[src/rtl/brkpt_pkg.sv]
package brkpt_pkg;

   typedef enum logic [3:0] {
      ST_IDLE = 4'b0000,
      ST_ARM1 = 4'b0001,
      ST_HIT1 = 4'b0010,
      ST_ARM2 = 4'b0101,
      ST_HIT2 = 4'b0110
   } bstat_e;

   typedef enum logic [1:0] {
      RSP_NONE = 2'b00,
      RSP_HALT = 2'b01,
      RSP_IRQ  = 2'b10,
      RSP_RSVD = 2'b11
   } resp_e;

   // trace nibble attached to each status code
   function automatic logic [3:0] trace_code(bstat_e s);
      case (s)
         ST_ARM1: return 4'b0010;
         ST_HIT1: return 4'b0100;
         ST_ARM2: return 4'b1010;
         ST_HIT2: return 4'b1100;
         default: return 4'b0000;
      endcase
   endfunction

endpackage

[src/rtl/brkpt_level_fsm.sv]
module brkpt_level_fsm
   import brkpt_pkg::*;
(
   input  logic   clk,
   input  logic   rst_n,
   input  logic   arm_load,
   input  logic   arm_ok,
   input  logic   disarm,
   input  logic   l2_en,
   input  logic   l1_hit,
   input  logic   l2_hit,
   input  logic   csr_rd,
   output bstat_e state,
   output bstat_e state_nx,
   output logic   fire
);

   always_comb begin
      state_nx = state;
      fire     = 1'b0;
      if (arm_load) begin
         state_nx = arm_ok ? ST_ARM1 : ST_IDLE;
      end else if (disarm) begin
         state_nx = ST_IDLE;
      end else begin
         case (state)
            ST_ARM1: if (l1_hit) begin
               if (l2_en) begin
                  state_nx = ST_ARM2;
               end else begin
                  state_nx = ST_HIT1;
                  fire     = 1'b1;
               end
            end
            ST_ARM2: if (l2_hit) begin
               state_nx = ST_HIT2;
               fire     = 1'b1;
            end
            ST_HIT1: if (csr_rd && !l2_en) state_nx = ST_IDLE;
            ST_HIT2: if (csr_rd) state_nx = ST_IDLE;
            default: state_nx = ST_IDLE;
         endcase
      end
   end

   always_ff @(posedge clk) begin
      if (!rst_n) state <= ST_IDLE;
      else        state <= state_nx;
   end

   assert_legal_code_R1: assert property (@(posedge clk) disable iff (!rst_n)
      state inside {ST_IDLE, ST_ARM1, ST_HIT1, ST_ARM2, ST_HIT2});

   assert_l2_via_wait_R4: assert property (@(posedge clk) disable iff (!rst_n)
      (state == ST_HIT2) |-> ($past(state) == ST_ARM2 || $past(state) == ST_HIT2));

   assert_csr_clear_R5: assert property (@(posedge clk) disable iff (!rst_n)
      (csr_rd && !arm_load && !disarm && state == ST_HIT2) |=> (state == ST_IDLE));

endmodule

[src/rtl/brkpt_irq_ctl.sv]
module brkpt_irq_ctl #(
   parameter int EXC_CYCLES = 3,
   parameter int VEC_W      = 8,
   parameter int VEC_PC     = 13,
   parameter int VEC_BUS    = 12
) (
   input  logic             clk,
   input  logic             rst_n,
   input  logic             raise,
   input  logic             raise_pc,
   input  logic             sample,
   input  logic             ack,
   output logic             irq,
   output logic [VEC_W-1:0] vec,
   output logic             exc_active
);

   localparam int CW = $clog2(EXC_CYCLES + 1);
   localparam logic [CW-1:0] CNT_LOAD = CW'(EXC_CYCLES);

   logic          irq_q, pend_q, pc_q;
   logic [CW-1:0] cnt_q;

   always_ff @(posedge clk) begin
      if (!rst_n) begin
         irq_q  <= 1'b0;
         pend_q <= 1'b0;
         pc_q   <= 1'b0;
         cnt_q  <= '0;
      end else begin
         if (cnt_q != '0) cnt_q <= cnt_q - CW'(1);
         if (raise && !irq_q) begin
            irq_q <= 1'b1;
            pc_q  <= raise_pc;
            if (sample && raise_pc) begin
               pend_q <= 1'b0;
               cnt_q  <= CNT_LOAD;
            end else begin
               pend_q <= 1'b1;
            end
         end else if (pend_q && sample) begin
            pend_q <= 1'b0;
            cnt_q  <= CNT_LOAD;
         end else if (irq_q && !pend_q && cnt_q == '0 && ack) begin
            irq_q <= 1'b0;
         end
      end
   end

   assign irq        = irq_q;
   assign vec        = irq_q ? (pc_q ? VEC_W'(VEC_PC) : VEC_W'(VEC_BUS)) : '0;
   assign exc_active = (cnt_q != '0);

   assert_pend_hold_R9: assert property (@(posedge clk) disable iff (!rst_n)
      (pend_q && !sample) |=> pend_q);

   assert_window_load_R10: assert property (@(posedge clk) disable iff (!rst_n)
      (pend_q && sample) |=> (exc_active && irq_q));

   assert_ack_gate_R11: assert property (@(posedge clk) disable iff (!rst_n)
      (irq_q && (pend_q || cnt_q != '0)) |=> irq_q);

endmodule

[src/rtl/brkpt_seq.sv]
module brkpt_seq
   import brkpt_pkg::*;
#(
   parameter int NUM_SRC    = 3,
   parameter int PC_IDX     = 0,
   parameter int EXC_CYCLES = 3,
   parameter int VEC_W      = 8,
   parameter int VEC_PC     = 13,
   parameter int VEC_BUS    = 12,
   parameter int PST_W      = 4,
   parameter logic [PST_W-1:0] PST_RUN  = 'h0,
   parameter logic [PST_W-1:0] PST_HALT = 'hF,
   parameter logic [PST_W-1:0] PST_EXC  = 'hD,
   parameter bit TRACE_REG  = 1'b0
) (
   input  logic               clk,
   input  logic               rst_n,
   input  logic [NUM_SRC-1:0] src_match,
   input  logic               cfg_wr,
   input  logic               cfg_ext,
   input  logic [NUM_SRC+2:0] cfg_data,
   input  logic               csr_rd,
   input  logic               insn_sample,
   input  logic               irq_ack,
   output logic [3:0]         bstat,
   output logic [3:0]         trace_nib,
   output logic               halt_req,
   output logic [PST_W-1:0]   pst,
   output logic               dbg_irq,
   output logic [VEC_W-1:0]   dbg_vec
);

   localparam int RSP_LSB = NUM_SRC + 1;

   // elaboration-time parameter checks
   if (NUM_SRC < 1 || PC_IDX < 0 || PC_IDX >= NUM_SRC) begin : g_bad_src
      $error("brkpt_seq: PC_IDX must index one of NUM_SRC sources");
   end
   if (EXC_CYCLES < 1) begin : g_bad_exc
      $error("brkpt_seq: EXC_CYCLES must be at least 1");
   end
   if (VEC_PC >= (1 << VEC_W) || VEC_BUS >= (1 << VEC_W) || VEC_PC == VEC_BUS) begin : g_bad_vec
      $error("brkpt_seq: vectors must be distinct and fit VEC_W");
   end

   logic [NUM_SRC-1:0] l1_mask_q, l2_mask_q;
   logic               l2_en_q;
   resp_e              resp_q;

   wire def_wr = cfg_wr && !cfg_ext;
   wire ext_wr = cfg_wr &&  cfg_ext;

   always_ff @(posedge clk) begin
      if (!rst_n) begin
         l1_mask_q <= '0;
         l2_mask_q <= '0;
         l2_en_q   <= 1'b0;
         resp_q    <= RSP_NONE;
      end else if (def_wr) begin
         l1_mask_q <= cfg_data[NUM_SRC:1];
         resp_q    <= resp_e'(cfg_data[RSP_LSB +: 2]);
      end else if (ext_wr) begin
         l2_en_q   <= cfg_data[0];
         l2_mask_q <= cfg_data[NUM_SRC:1];
      end
   end

   logic [NUM_SRC-1:0] l1_vec, l2_vec;
   assign l1_vec = src_match & l1_mask_q;
   assign l2_vec = src_match & l2_mask_q;

   bstat_e state, state_nx;
   logic   fire;

   brkpt_level_fsm u_fsm (
      .clk      (clk),
      .rst_n    (rst_n),
      .arm_load (def_wr),
      .arm_ok   (cfg_data[0] && (cfg_data[NUM_SRC:1] != '0)),
      .disarm   (ext_wr),
      .l2_en    (l2_en_q),
      .l1_hit   (|l1_vec),
      .l2_hit   (|l2_vec),
      .csr_rd   (csr_rd),
      .state    (state),
      .state_nx (state_nx),
      .fire     (fire)
   );

   wire fire_pc = (state == ST_ARM2) ? l2_vec[PC_IDX] : l1_vec[PC_IDX];
   logic exc_active;

   brkpt_irq_ctl #(
      .EXC_CYCLES (EXC_CYCLES),
      .VEC_W      (VEC_W),
      .VEC_PC     (VEC_PC),
      .VEC_BUS    (VEC_BUS)
   ) u_irq (
      .clk        (clk),
      .rst_n      (rst_n),
      .raise      (fire && resp_q == RSP_IRQ),
      .raise_pc   (fire_pc),
      .sample     (insn_sample),
      .ack        (irq_ack),
      .irq        (dbg_irq),
      .vec        (dbg_vec),
      .exc_active (exc_active)
   );

   assign bstat    = state;
   assign halt_req = (resp_q == RSP_HALT) && (state == ST_HIT1 || state == ST_HIT2);
   assign pst      = exc_active ? PST_EXC : (halt_req ? PST_HALT : PST_RUN);

   if (TRACE_REG) begin : g_trace_reg
      logic [3:0] trace_q;
      always_ff @(posedge clk) begin
         if (!rst_n) trace_q <= 4'b0000;
         else        trace_q <= trace_code(state_nx);
      end
      assign trace_nib = trace_q;
   end else begin : g_trace_comb
      assign trace_nib = trace_code(state);
   end

   assert_halt_code_R7: assert property (@(posedge clk) disable iff (!rst_n)
      halt_req |-> (pst == PST_HALT));

   assert_vec_pick_R8: assert property (@(posedge clk) disable iff (!rst_n)
      dbg_irq |-> (dbg_vec == VEC_W'(VEC_PC) || dbg_vec == VEC_W'(VEC_BUS)));

   assert_quiet_resp_R12: assert property (@(posedge clk) disable iff (!rst_n)
      (fire && (resp_q == RSP_NONE || resp_q == RSP_RSVD) && !dbg_irq) |=> !dbg_irq);

endmodule

[config.mk]
export PLATFORM = sky130hd
export DESIGN_NAME = brkpt_seq
export DESIGN_NICKNAME = d
export VERILOG_FILES = /design/src/rtl/brkpt_pkg.sv /design/src/rtl/brkpt_level_fsm.sv /design/src/rtl/brkpt_irq_ctl.sv /design/src/rtl/brkpt_seq.sv
export SDC_FILE = /design/constraint.sdc
export NUM_CORES = 1
export LEC_CHECK = 0
export BUFFER_PORTS_ARGS = -buffer_cell sky130_fd_sc_hd__buf_2
export CAP_MARGIN = 20
export CORE_MARGIN = 2
export CORE_UTILIZATION = 30
export CTS_CLUSTER_DIAMETER = 100
export DETAILED_ROUTE_END_ITERATION = 16
export SLEW_MARGIN = 40
export SYNTH_ARGS = -nofsm -noshare
export SYNTH_HDL_FRONTEND = slang
export SYNTH_SLANG_ARGS = --single-unit
[constraint.sdc]
create_clock -name clk -period 1.3 [get_ports clk]
set_input_delay 0.26 -clock clk [delete_from_list [all_inputs] [get_ports clk]]
set_output_delay 0.26 -clock clk [all_outputs]
set_load 0.02 [all_outputs]
==> results of run 1 <==
## stage by stage
stage	utilization, %	instance area, sq um	setup TNS (ns)
final	49.3	1490	-2.91
after global routing	49.3	1490	-4.06
after CTS	48.0	1450	-3.08
after detailed placement	40.5	1230	-1.47
after global placement	40.5	1230	-1.13
after floorplan	-	1020	-0.687
## area by class of cell
cell class	instances	area, sq um	share of cell area (%)
multi-input cells	80	621	41.6
flip-flops and latches	17	352	23.6
inverters	6	25.0	1.68
clock buffers	4	26.3	1.76
repair buffers	55	413	27.7
well taps	44	55.1	3.69
## Yosys cell counts (2+ instances only)
cell type / count
dfxtp_1: 17
buf_4: 11
nand2_1: 10
a21oi_1: 9
mux2i_1: 8
nor2_1: 8
inv_1: 6
nand3_1: 6
nand2b_1: 4
nor3b_1: 3
a222oi_1: 2
and2_1: 2
buf_2: 2
## registers in the layout, summed over array words and instances (netlist names)
| register | flops |
|---|---|
| l1_mask_q | 3 |
| u_irq.irq | 1 |
| u_irq.cnt_q | 2 |
| u_fsm.state | 3 |
| l2_mask_q | 3 |
| u_irq.pend_q | 1 |
| u_irq.pc_q | 1 |
| resp_q | 2 |
| l2_en_q | 1 |
## metal layers
metal	GRT usage [%]	up-vias	part of all wire, %
li1	-	477	-
met1	19.0	446	44
met2	23.4	32	50
met3	1.92	2	5.1
met4	6.67	0	0.79
met5	0	-	0
## final timing paths
kind,start,to,slack (ns),depth (start not counted)
worst min register to register,l2_mask_q[2],l2_mask_q[2],0.47,2
worst max register to register,u_fsm.state[0],u_irq.cnt_q[1],-0.17,7
worst max-delay path,u_fsm.state[0],pst[2],-0.34,4
worst min-delay path,insn_sample,u_irq.pend_q,0.18,2
## logic make-up after synthesis
logic type | count (synthesis) | synth area share (%)
buffers and inverters | 21 | 13.7
other | 1 | 0.394
and+or+nand+nor | 42 | 22.7
DFF | 17 | 35.7
muxes | 8 | 8.41
AOI/OAI and AO/OA | 23 | 19.1
## worst max-delay path: stages (launching register included)
cell and delay [ns]:
dfxtp_4 0.36, nand2b_4 0.13, nor3b_4 0.05, or3_4 0.42, buf_6 0.15
## timing repair
item / in CTS / in global routing
gates resized for setup: 37 / 11
hold endpoints to repair: 0 / 0
endpoints found under the setup margin: 16 / 18
setup buffers: 9 / 4
pin swaps: 11 / 13
## report_power, final
group          switching [mW]  internal (mW)  total, mW
logic                   0.103         0.0851      0.188
registers             0.00861          0.531      0.540
clock network           0.164          0.119      0.283
total                   0.275          0.736       1.01
==> impl_metrics.py, run 1 <==
metrics = {
    "run_status": {
        "status": "finished with violations",
        "failed_checks": "negative setup slack",
    },
    "placed_design": {
        "place_hpwl_microns": 1780,
        "dp.cells": 192,
        "post-place-ws_ns": -0.234,
        "gp_congestion": 0.804,
        "io_buffers": 30,
    },
    "drt": {
        "wirelength_microns": 2390,
        "route.detailed.drc": 0,
        "drtIter0Drc": 20,
        "firstDrtPassIters": 4,
        "antenna_left": 0,
        "dr_total_vias": 957,
        "drt-vias-per-instance": 4.65,
        "wl_per_cell_microns": 11.6,
    },
    "die": {
        "start_util_pct": 31.4,
        "fp.dieH_microns": 60.3,
        "coreArea_sq_um": 3030,
        "chipWidth_microns": 60.3,
        "rows": 20,
        "dieArea_sq_um": 3640,
        "io_pins": 38,
    },
    "power": {
        "leakagePower_nw": 0.668,
        "vdd_ir_drop_max_mv": 0.400,
        "power_mw": 1.01,
        "power_per_cell_area_nw_per_um2": 678,
    },
    "logic_synthesis": {
        "syn-cell-area_sq_um": 952,
        "synth_seq_cells": 17,
        "postSynthAreaPerCell_sq_um": 8.50,
        "async_reset_ff_share_pct": 0,
        "ys_types": 37,
        "yosysTopAreaCellShare_pct": 35.7,
        "synth_top_cell_by_area": "dfxtp_1",
        "synth-main-ff-cell": "dfxtp_1",
        "seq_area_frac_synth_pct": 35.7,
        "synth_area_leaders": "dfxtp_1 (36%), buf_4 (8.7%), mux2i_1 (8.4%), a21oi_1 (4.7%), nand2_1 (3.9%)",
        "yosys_warnings": 0,
        "synth_edf_count": 0,
        "synthCells": 112,
    },
    "final_layout": {
        "finalNonFillerCells": 206,
        "final_nets": 179,
        "drive_above_1_share_pct": 53.1,
        "final_cell_mix": "buf_2 (21), buf_4 (20), buf_6 (14)",
        "nFillCells": 301,
        "area_growth_pct": 56.6,
        "antenna_cells": 0,
        "final_common_cell": "buf_2",
    },
    "run": {
        "maxCapViolations": 0,
    },
    "min_path": {
        "hold_class": "input port to flop",
    },
    "setup_path": {
        "crit_type": "flop to output pin",
        "cp-start-kind": "flop",
        "worstPathRequired_ns": 1.04,
        "arrival_ns": 1.38,
        "crit_fanout": 3,
        "end_kind": "output pin",
    },
    "sta": {
        "slew_viol_final": 0,
        "hold_violations": 0,
        "fin_crit_sh_pct": 126,
        "fin_ws_ns": -0.339,
        "rsz0062_at_grt": "yes",
        "relSlewSlack_pct": 66.1,
        "tightest_slew_ns": 0.508,
        "min_period_ns": 1.64,
        "setup_viol": 16,
        "final.hold.worst_slack_ns": 0.180,
        "fmax_ghz": 0.610,
        "finalClockSkew_ns": 0.00405,
    },
    "global_route": {
        "grt.total_usage_pct": 14.4,
        "grt_overflow": 0,
        "grt_max_degree": 15,
        "antenna_found_initial": 0,
        "grt_pass1_vias": 872,
        "grt_pass1_wl_microns": 3860,
    },
    "clocking": {
        "worstSkewPairLatency_ns": 0.29,
        "cts.path.max_buffers": 2,
        "cts_sinks": 17,
        "cts.hold.buffers_added": 0,
        "clock-root-buffer": "clkbuf_4",
        "clkTransAtPathRegs_ns": 0.10,
        "htreeDepth": 1,
        "cts_buffers": 3,
        "cts_tree": "done",
    },
}
No activity file was read; power rests on OpenSTA's default activity.
==> run 2: changes to the inputs <==
--- a/config.mk
+++ b/config.mk
@@ -11,7 +11,9 @@
 export CORE_UTILIZATION = 30
 export CTS_CLUSTER_DIAMETER = 100
 export DETAILED_ROUTE_END_ITERATION = 16
+export PLACE_DENSITY_LB_ADDON = 0.08
 export SLEW_MARGIN = 40
 export SYNTH_ARGS = -nofsm -noshare
 export SYNTH_HDL_FRONTEND = slang
 export SYNTH_SLANG_ARGS = --single-unit
+export TNS_END_PERCENT = 5
==> run 2 against run 1 <==
Fmax up 0.86%. Largest power group unchanged. Core utilization down 4.6 points. Non-clock buffer count down 5. Total power up 0.40%. Clock skew up 0.0020 ns. Highest routed layer unchanged. Critical endpoint is now pst[0]. Routed wire length down 4.9%. First-iteration DRC count unchanged. The flow still finishes with violations (negative setup slack). Combinational power down 9%. Setup slack better by 0.014 ns.
==> impl_metrics.py, run 2 (same netlist as run 1, synthesis figures left out) <==
metrics = {
    "run_status": {
        "status": "finished with violations",
        "failed_checks": "negative setup slack",
    },
    "drt": {
        "wirelength_microns": 2280,
        "drtIter0Drc": 20,
        "drt-vias-per-instance": 4.64,
        "wl_per_cell_microns": 11.3,
        "route.detailed.drc": 0,
        "firstDrtPassIters": 5,
        "dr_total_vias": 933,
        "antenna_left": 0,
    },
    "final_layout": {
        "final_nets": 174,
        "top_regs": "l1_mask_q: 3 flops, l2_mask_q: 3 flops, u_fsm.state: 3 flops",
        "utilization_pct": 44.7,
        "final_common_cell": "buf_2",
        "finalNonFillerCells": 201,
        "drive_above_1_share_pct": 43.3,
        "final_cell_mix": "buf_2 (23), buf_4 (19), dfxtp_1 (14)",
        "antenna_cells": 0,
        "stdcell_area_sq_um": 1350,
        "area_growth_pct": 42.1,
    },
    "die": {
        "chipWidth_microns": 60.3,
        "coreArea_sq_um": 3030,
        "dieArea_sq_um": 3640,
        "start_util_pct": 31.4,
        "io_pins": 38,
        "rows": 20,
        "fp.dieH_microns": 60.3,
    },
    "sta": {
        "fin_crit_sh_pct": 125,
        "rsz0062_at_grt": "yes",
        "slew_viol_final": 0,
        "fmax_ghz": 0.615,
        "hold_violations": 0,
        "setup_viol": 15,
        "finalClockSkew_ns": 0.00603,
        "min_period_ns": 1.62,
        "fin_ws_ns": -0.325,
    },
    "global_route": {
        "grt.total_usage_pct": 13.9,
        "grt_pass1_wl_microns": 3750,
        "grt_pass1_vias": 886,
        "grt_overflow": 0,
        "antenna_found_initial": 0,
        "grt_max_degree": 15,
    },
    "clocking": {
        "cts.hold.buffers_added": 0,
        "cts.path.max_buffers": 2,
        "cts_tree": "done",
        "cts_buffers": 3,
        "worstSkewPairLatency_ns": 0.30,
        "cts_sinks": 17,
        "clkTransAtPathRegs_ns": 0.11,
        "clock-root-buffer": "clkbuf_4",
        "htreeDepth": 1,
    },
    "power": {
        "vdd_ir_drop_max_mv": 0.499,
        "cell_internal_pwr_uw": 730,
        "power_switching_uw": 285,
        "power_mw": 1.02,
        "pwr-share-seq_pct": 53.4,
        "power_frac_comb_pct": 16.9,
        "switching_share_pct": 28.1,
        "p_clk_share_pct": 29.7,
        "leakagePower_nw": 0.625,
        "power_per_cell_area_nw_per_um2": 750,
    },
    "setup_path": {
        "worstPathRequired_ns": 1.04,
        "cp-start-kind": "flop",
        "crit_type": "flop to output pin",
        "arrival_ns": 1.36,
        "crit_fanout": 3,
        "end_kind": "output pin",
    },
    "placed_design": {
        "gp_congestion": 0.747,
        "io_buffers": 30,
        "place_hpwl_microns": 1880,
        "post-place-ws_ns": -0.246,
        "placed_area_sq_um": 1250,
        "dp.cells": 196,
    },
    "run": {
        "maxCapViolations": 0,
    },
    "min_path": {
        "hold_class": "input port to flop",
    },
}
run 2: changes by cell type in the layout (fill, tap and decap cells not counted), sizes merged:
cell and change:
buf -5, clkbuf -1, clkinvlp +1
run 2: cell type report:
cell class	count	area [sq um]
fill	313	1680
multi-input combinational	80	551
timing repair buffer	50	348
sequential	17	347
tap	44	55.1
clock buffer	3	22.5
inverter	6	22.5
clock inverter	1	7.51
run 2: per-stage QoR:
| stage | hold slack [ns] | setup TNS (ns) |
|---|---|---|
| 6_report | 0.161 | -2.81 |
| 3_3_place_gp | 0.465 | -1.12 |
| 5_1_grt | 0.149 | -4.19 |
| 3_5_place_dp | 0.456 | -1.34 |
| 4_1_cts | 0.147 | -3.33 |
| 2_1_floorplan | 0.378 | -0.716 |
run 2: timing repair:
action	CTS	global route
resized for setup	11	7
pin swaps	5	2
buffers inserted	1	0
endpoints found under the setup margin	15	18
run 2: power groups by stage:
stage / sequential (mW) / clock (mW) / combinational, mW
floorplan: 0.554 / 0 / 0.101
global placement: 0.554 / 0 / 0.166
detailed placement: 0.555 / 0 / 0.167
CTS: 0.542 / 0.317 / 0.169
global route: 0.544 / 0.333 / 0.191
finish: 0.542 / 0.301 / 0.172
run 2: final timing paths:
kind	startpoint	endpoint	slack, ns	depth (start not counted)
setup / recovery	u_fsm.state[0]	pst[0]	-0.32	4
hold / removal	insn_sample	u_irq.pend_q	0.16	2
setup reg to reg	u_fsm.state[0]	u_irq.pend_q	-0.22	5
hold reg to reg	l2_mask_q[2]	l2_mask_q[2]	0.47	2
run 2: routing by layer:
layer  global-route usage, %  vias to the layer above  part of all wire (%)
li1                        -                      467                     -
met1                    18.1                      432                    47
met2                    22.7                       32                    46
met3                    2.13                        2                   6.3
met4                    6.67                        0                  0.66
met5                       0                        -                     0
run 2: worst max-delay path: stages (launching register included):
cell and delay (ns):
dfxtp_4 0.36, nand2b_4 0.13, nor3b_4 0.05, or3_4 0.39, buf_6 0.14
